<file path="src/rtl/rhp_pkg.sv">
package rhp_pkg;

    // bit positions decoded by software; fixed by behaviour
    localparam int unsigned POS_CONN     = 0;
    localparam int unsigned POS_EN       = 1;
    localparam int unsigned POS_SUSP     = 2;
    localparam int unsigned POS_SUSP_CLR = 3;
    localparam int unsigned POS_PRST     = 4;
    localparam int unsigned POS_PWR      = 8;
    localparam int unsigned POS_LS       = 9;
    localparam int unsigned POS_CHG      = 16;
    localparam int unsigned MIN_WIDTH    = POS_CHG + 1;

    typedef enum logic {
        PWR_OFF = 1'b0,
        PWR_ON  = 1'b1
    } pwr_state_e;

    typedef enum logic {
        LINK_DETACHED = 1'b0,
        LINK_ATTACHED = 1'b1
    } link_state_e;

    typedef enum logic {
        CHG_IDLE    = 1'b0,
        CHG_PENDING = 1'b1
    } chg_state_e;

    typedef struct packed {
        logic set_en;
        logic clr_en;
        logic set_susp;
        logic clr_susp;
        logic set_prst;
        logic set_pwr;
        logic clr_pwr;
        logic clr_chg;
    } cmd_t;

endpackage

</file>
<file path="src/rtl/rhp_cmd_decode.sv">
module rhp_cmd_decode
    import rhp_pkg::*;
#(
    parameter int unsigned DATA_W = 32
) (
    input  logic              wr_en,
    input  logic [DATA_W-1:0] wr_data,
    output cmd_t              cmd
);

    always_comb begin
        cmd = '0;
        if (wr_en) begin
            cmd.clr_en   = wr_data[POS_CONN];
            cmd.set_en   = wr_data[POS_EN];
            cmd.set_susp = wr_data[POS_SUSP];
            cmd.clr_susp = wr_data[POS_SUSP_CLR];
            cmd.set_prst = wr_data[POS_PRST];
            cmd.set_pwr  = wr_data[POS_PWR];
            cmd.clr_pwr  = wr_data[POS_LS];
            cmd.clr_chg  = wr_data[POS_CHG];
        end
    end

endmodule

</file>
<file path="src/rtl/rhp_power_ctl.sv">
module rhp_power_ctl
    import rhp_pkg::*;
#(
    parameter bit SWITCHED = 1'b1
) (
    input  logic clk,
    input  logic rst,
    input  logic port_set,
    input  logic port_clr,
    input  logic glob_set,
    input  logic glob_clr,
    input  logic over_current,
    input  logic per_port_mode,
    input  logic port_mask,
    output logic pwr_on,
    output logic pwr_on_nxt
);

    generate
        if (SWITCHED) begin : g_switched
            pwr_state_e st_q, st_d;
            logic       use_port;
            logic       do_set;
            logic       do_clr;

            assign use_port = per_port_mode & port_mask;
            assign do_set   = use_port ? port_set : glob_set;
            assign do_clr   = use_port ? port_clr : glob_clr;

            always_ff @(posedge clk) begin
                if (rst) begin
                    st_q <= PWR_OFF;
                end else begin
                    st_q <= st_d;
                end
            end

            always_comb begin
                st_d = st_q;
                unique case (st_q)
                    PWR_OFF: begin
                        if (do_set && !do_clr && !over_current) begin
                            st_d = PWR_ON;
                        end
                    end
                    PWR_ON: begin
                        if (over_current || do_clr) begin
                            st_d = PWR_OFF;
                        end
                    end
                    default: st_d = PWR_OFF;
                endcase
            end

            assign pwr_on     = (st_q == PWR_ON);
            assign pwr_on_nxt = (st_d == PWR_ON);
        end else begin : g_fixed
            logic unused_pwr_inputs;
            assign unused_pwr_inputs = ^{clk, rst, port_set, port_clr, glob_set,
                                         glob_clr, over_current, per_port_mode,
                                         port_mask};
            assign pwr_on     = 1'b1;
            assign pwr_on_nxt = 1'b1;
        end
    endgenerate

endmodule

</file>
<file path="src/rtl/rhp_link_track.sv">
module rhp_link_track
    import rhp_pkg::*;
(
    input  logic clk,
    input  logic rst,
    input  logic pwr_on_nxt,
    input  logic attach_evt,
    input  logic detach_evt,
    input  logic low_speed_in,
    input  cmd_t cmd,
    output logic conn,
    output logic en,
    output logic susp,
    output logic prst,
    output logic low_speed,
    output logic attach_ok,
    output logic detach_ok
);

    link_state_e st_q, st_d;

    always_ff @(posedge clk) begin
        if (rst) begin
            st_q <= LINK_DETACHED;
        end else begin
            st_q <= st_d;
        end
    end

    always_comb begin
        st_d      = st_q;
        attach_ok = 1'b0;
        detach_ok = 1'b0;
        unique case (st_q)
            LINK_DETACHED: begin
                if (attach_evt && pwr_on_nxt) begin
                    st_d      = LINK_ATTACHED;
                    attach_ok = 1'b1;
                end
            end
            LINK_ATTACHED: begin
                if (detach_evt) begin
                    detach_ok = 1'b1;
                end
                if (detach_evt || !pwr_on_nxt) begin
                    st_d = LINK_DETACHED;
                end
            end
            default: st_d = LINK_DETACHED;
        endcase
    end

    // flags: cleared whenever the link is (or becomes) detached
    always_ff @(posedge clk) begin
        if (rst || st_d == LINK_DETACHED) begin
            en        <= 1'b0;
            susp      <= 1'b0;
            prst      <= 1'b0;
            low_speed <= 1'b0;
        end else begin
            if (attach_ok) begin
                low_speed <= low_speed_in;
            end
            if (cmd.clr_en) begin
                en <= 1'b0;
            end else if (conn && cmd.set_en) begin
                en <= 1'b1;
            end
            if (cmd.clr_susp) begin
                susp <= 1'b0;
            end else if (conn && cmd.set_susp) begin
                susp <= 1'b1;
            end
            if (conn && cmd.set_prst) begin
                prst <= 1'b1;
            end
        end
    end

    assign conn = (st_q == LINK_ATTACHED);

endmodule

</file>
<file path="src/rtl/rhp_change_flag.sv">
module rhp_change_flag
    import rhp_pkg::*;
(
    input  logic clk,
    input  logic rst,
    input  logic removable,
    input  logic conn,
    input  logic attach_ok,
    input  logic detach_ok,
    input  logic hub_rst_done,
    input  cmd_t cmd,
    output logic chg
);

    chg_state_e st_q, st_d;
    logic       evt_req;
    logic       late_req;
    logic       stale_req;
    logic       set_req;

    assign evt_req   = !removable && (attach_ok || detach_ok);
    assign late_req  = removable && hub_rst_done && conn;
    assign stale_req = !conn && (cmd.set_en || cmd.set_susp || cmd.set_prst);
    assign set_req   = evt_req || late_req || stale_req;

    always_ff @(posedge clk) begin
        if (rst) begin
            st_q <= CHG_IDLE;
        end else begin
            st_q <= st_d;
        end
    end

    always_comb begin
        st_d = st_q;
        unique case (st_q)
            CHG_IDLE: begin
                if (set_req) begin
                    st_d = CHG_PENDING;
                end
            end
            CHG_PENDING: begin
                if (cmd.clr_chg && !set_req) begin
                    st_d = CHG_IDLE;
                end
            end
            default: st_d = CHG_IDLE;
        endcase
    end

    assign chg = (st_q == CHG_PENDING);

endmodule

</file>
<file path="src/rtl/rhp_port_status.sv">
module rhp_port_status
    import rhp_pkg::*;
#(
    parameter int unsigned DATA_W   = 32,
    parameter bit          SWITCHED = 1'b1
) (
    input  logic              clk,
    input  logic              rst,
    input  logic              wr_en,
    input  logic [DATA_W-1:0] wr_data,
    input  logic              attach_evt,
    input  logic              detach_evt,
    input  logic              low_speed_in,
    input  logic              over_current,
    input  logic              glob_pwr_set,
    input  logic              glob_pwr_clr,
    input  logic              per_port_mode,
    input  logic              port_pwr_mask,
    input  logic              removable,
    input  logic              hub_rst_done,
    output logic [DATA_W-1:0] rd_data,
    output logic              port_pwr_en
);

    localparam bit WIDTH_OK = (DATA_W >= MIN_WIDTH);

    generate
        if (!WIDTH_OK) begin : g_bad_width
            initial $error("DATA_W too small for status layout");
        end
    endgenerate

    cmd_t cmd;
    logic pwr_on;
    logic pwr_on_nxt;
    logic conn;
    logic en;
    logic susp;
    logic prst;
    logic low_speed;
    logic attach_ok;
    logic detach_ok;
    logic chg;

    rhp_cmd_decode #(.DATA_W(DATA_W)) u_dec (
        .wr_en   (wr_en),
        .wr_data (wr_data),
        .cmd     (cmd)
    );

    rhp_power_ctl #(.SWITCHED(SWITCHED)) u_pwr (
        .clk           (clk),
        .rst           (rst),
        .port_set      (cmd.set_pwr),
        .port_clr      (cmd.clr_pwr),
        .glob_set      (glob_pwr_set),
        .glob_clr      (glob_pwr_clr),
        .over_current  (over_current),
        .per_port_mode (per_port_mode),
        .port_mask     (port_pwr_mask),
        .pwr_on        (pwr_on),
        .pwr_on_nxt    (pwr_on_nxt)
    );

    rhp_link_track u_link (
        .clk          (clk),
        .rst          (rst),
        .pwr_on_nxt   (pwr_on_nxt),
        .attach_evt   (attach_evt),
        .detach_evt   (detach_evt),
        .low_speed_in (low_speed_in),
        .cmd          (cmd),
        .conn         (conn),
        .en           (en),
        .susp         (susp),
        .prst         (prst),
        .low_speed    (low_speed),
        .attach_ok    (attach_ok),
        .detach_ok    (detach_ok)
    );

    rhp_change_flag u_chg (
        .clk          (clk),
        .rst          (rst),
        .removable    (removable),
        .conn         (conn),
        .attach_ok    (attach_ok),
        .detach_ok    (detach_ok),
        .hub_rst_done (hub_rst_done),
        .cmd          (cmd),
        .chg          (chg)
    );

    always_comb begin
        rd_data           = '0;
        rd_data[POS_CONN] = conn;
        rd_data[POS_EN]   = en;
        rd_data[POS_SUSP] = susp;
        rd_data[POS_PRST] = prst;
        rd_data[POS_PWR]  = pwr_on;
        rd_data[POS_LS]   = low_speed;
        rd_data[POS_CHG]  = chg;
    end

    assign port_pwr_en = pwr_on;

endmodule

</file>
<file path="config.mk">
export PLATFORM = sky130hd
export DESIGN_NAME = rhp_port_status
export DESIGN_NICKNAME = d
export VERILOG_FILES = /design/src/rtl/rhp_pkg.sv /design/src/rtl/rhp_cmd_decode.sv /design/src/rtl/rhp_power_ctl.sv /design/src/rtl/rhp_link_track.sv /design/src/rtl/rhp_change_flag.sv /design/src/rtl/rhp_port_status.sv
export SDC_FILE = /design/constraint.sdc
export NUM_CORES = 1
export LEC_CHECK = 0
export BUFFER_PORTS_ARGS = -buffer_cell sky130_fd_sc_hd__buf_2
export CORE_MARGIN = 4
export CORE_UTILIZATION = 29
export CTS_BUF_LIST = sky130_fd_sc_hd__clkbuf_4 sky130_fd_sc_hd__clkbuf_8 sky130_fd_sc_hd__clkbuf_16
export CTS_CLUSTER_DIAMETER = 60
export DETAILED_ROUTE_END_ITERATION = 6
export PLACE_DENSITY_LB_ADDON = 0.08
export RECOVER_POWER = 25
export SYNTH_ARGS = -nofsm -noshare
export SYNTH_HDL_FRONTEND = slang
export SYNTH_HIERARCHICAL = 1
export SYNTH_SLANG_ARGS = --single-unit
</file>
<file path="constraint.sdc">
create_clock -name clk -period 1.31 [get_ports clk]
set_input_delay 0 -clock clk [delete_from_list [all_inputs] [get_ports clk]]
set_output_delay 0 -clock clk [all_outputs]
set_load 0.01 [all_outputs]
</file>
==> impl_metrics.csv <==
group,metric,value,unit
cells_and_area,drive_above_1_share,45.9,%
logic_synthesis,netlist_instances,75,
sta,finalWorstSetupSlack,-0.000864,ns
power,p_comb_share,25.4,%
power,powerDensity,766,nW/um^2
critical_path,cp_max_fo,5,
clock_tree,htreeDepth,1,
critical_path,end_kind,"flip-flop",
sta,period_share,100,%
drt,firstDrtPassIters,2,
sta,hold-worst-slack,0.0303,ns
logic_synthesis,synth_top_family_by_area,"buffers and inverters",
placed_design,gp_congestion,0.705,
power,intPower,426,uW
sta,finClkSkew,0.00276,ns
grt,grt_pass1_vias,442,
die,ios,78,
logic_synthesis,synth_area,637,um^2
die,die_w,54.9,um
grt,grt_util_met2,13.8,%
die,row_count,16,
drt,drc,0,
logic_synthesis,synthTopCellsByArea,"buf_4, dfxtp_1, and2_1",
grt,overflow,0,
power,p_clk_share,37.4,%
min_path,worstHoldPathType,"input port to flip-flop",
grt,top_usage_layer,"met2",
logic_synthesis,synth_top_area_share,37.7,%
min_path,hold_start,"wr_data[0]",
clock_tree,clockRootBuffer,"clkbuf_4",
sta,hold_viol_final,0,
drt,ant_nets,0,
cells_and_area,insertedDiodeCount,0,
drt,dr_total_vias,521,
drt,routedWlPerCell,9.89,um
sta,fin_tns_setup,-0.000864,ns
logic_synthesis,yosysTopAreaCell,"buf_4",
power,p_seq_share,37.2,%
clock_tree,insertion_delay,0.25,ns
logic_synthesis,synth.distinct_cells,22,
logic_synthesis,ys_ff_latch,7,
power,swShare,28.3,%
cells_and_area,final_core_util,38.4,%
sta,setup_violations,1,
logic_synthesis,synth_adder_area_share,0,%
die,start_util,31.5,%
die,dieArea,3010,um^2
grt,globalRouteMet3Util,1.91,%
power,ir_drop,0.292,mV
critical_path,crit_path_start_kind,"flip-flop",
sta,drv_slew,0,
drt,routed_wl,1.35,mm
logic_synthesis,yosysSeqAreaShare,22.0,%
clock_tree,cts_max_path_buffers,2,
die,die_h,54.9,um
grt,grt_pass1_wl,1.71,mm
drt,drt_iter0_markers,1,
critical_path,crit_arrival,1.49,ns
critical_path,worstSetupStartpoint,"u_pwr/pwr_on$_SDFF_PP0_",
logic_synthesis,synth_xor_area_share,0,%
power,p_sw,169,uW
sta,finalCriticalPeriod,1.31,ns
flow_run,drv_cap,0,
grt,grt_start_max_net_pins,8,
logic_synthesis,avgSynthCellArea,8.49,um^2
placed_design,pre_cts_ws,-0.134,ns
die,core,2020,um^2
critical_path,r2r-start,"u_pwr/pwr_on$_SDFF_PP0_",
logic_synthesis,synth_compound_area_share,9.23,%
clock_tree,cts_made_buffers,3,
status,status,"complete, but fails checks",
grt,use_met1,8.74,%
power,p_leak,0.000414,uW
sta,timing.fmax,763,MHz
grt,grt_use_total,8.36,%
sta,rsz0062_at_grt,"true",
logic_synthesis,muxShareOfSynthArea,2.36,%
cells_and_area,syn2layout_area_growth,22.0,%
clock_tree,cts_sinks,7,
placed_design,hpwl,1.14,mm
critical_path,crit_required,1.49,ns
logic_synthesis,ys_warn_count,6,
placed_design,port_buffers,28,
critical_path,criticalPathCategory,"flip-flop to flip-flop",
logic_synthesis,synth-simple-area-share,27.5,%
clock_tree,path_clk_slew,0.06,ns
drt,viasPerCell,3.83,
cells_and_area,finalNetCount,155,
clock_tree,cts_tree,"yes",
status,violations,"negative setup slack",
grt,antenna_found_initial,0,
[cell type report]
| class | count | area, um^2 |
|---|---|---|
| repair buffers | 38 | 218 |
| clock buffers | 4 | 30.0 |
| inverters | 1 | 3.75 |
| fillers | 234 | 1240 |
| flip-flops and latches | 7 | 141 |
| well taps | 27 | 33.8 |
| multi-input cells | 59 | 350 |
[cells in the mapped netlist]
library cell  count
a21o_1            1
nor2_1            3
dfxtp_1           7
nor3_2            3
a31oi_1           1
a21oi_1           4
o21ai_0           1
or4b_4            1
nand2b_1          1
nand2_2           1
and2_4            1
mux2_4            1
nand2_1           2
and2_1            8
a211oi_2          1
o21bai_1          1
inv_1             1
conb_1            1
nand4b_1          1
nor4_2            2
buf_4            32
and3_2            1
[per-layer routing]
layer  wire [um]  up-vias
li1            -      258
met1         515      226
met2         619       35
met3         188        2
met4          21        0
met5           0        -
[sequential cells by signal (all words and copies together), names as in the netlist]
signal,count
u_chg/chg,1
u_link/conn,1
u_link/en,1
u_link/low_speed,1
u_link/prst,1
u_link/susp,1
u_pwr/pwr_on,1
[cells in the final DEF (no fill, tap or decap), drive strengths merged]
cell type    count
buf             34
nor2             3
a21oi            4
a31oi            1
dfxtp            7
mux2             1
conb            25
nor3             3
nor4             2
nand4b           1
clkbuf           6
dlygate4sd3      2
o21bai           1
and3             1
a211oi           1
a21o             1
and2             9
nand2            3
nand2b           1
inv              1
or4b             1
o21ai            1
[power by group through the flow]
stage               combinational, uW  sequential (uW)  clock (uW)
floorplan                         137              227           0
global placement                  137              225           0
detailed placement                136              226           0
CTS                               141              221         239
global route                      166              222         253
finish                            151              221         223
[cells by family (layout without fill, tap and decap cells)]
logic type / after synthesis / after routing
mux: 1 / 1
compound gates: 9 / 9
simple gates: 24 / 24
flops: 7 / 7
other cells: 1 / 25
buf+inv: 33 / 43
[worst max-delay path: stages (launching register included)]
cell      delay (ns)
dfxtp_2         0.34
a211oi_4        0.04
nor3_2          0.13
or4b_4          0.54
nor3_2          0.19
[final timing paths]
path	slack, ns	end	cells past startpoint
hold / removal	0.03	u_link/en$_SDFFE_PP0P_	3
setup reg to reg	-0.0009	u_link/susp$_SDFFE_PP0P_	4
hold reg to reg	0.47	u_link/prst$_SDFFE_PP0P_	2
setup / recovery	-0.0009	u_link/susp$_SDFFE_PP0P_	4
[stage by stage]
step           instance area, um^2  instances  power [uW]
6_report                       777        136         595
5_1_grt                        777        136         641
4_1_cts                        757        134         601
3_5_place_dp                   707        128         362
3_3_place_gp                   707        128         363
2_1_floorplan                  728         99         364
[timing repair]
action | CTS | global route
setup buffers | 0 | 2
endpoints found under the setup margin | 2 | 4
hold buffers | 2 | 0
hold endpoints to repair | 2 | 0
pin swaps | 1 | 2
resized for setup | 0 | 1
gates cloned | 0 | 0
Note: power is estimated with default switching activity, not from simulation.
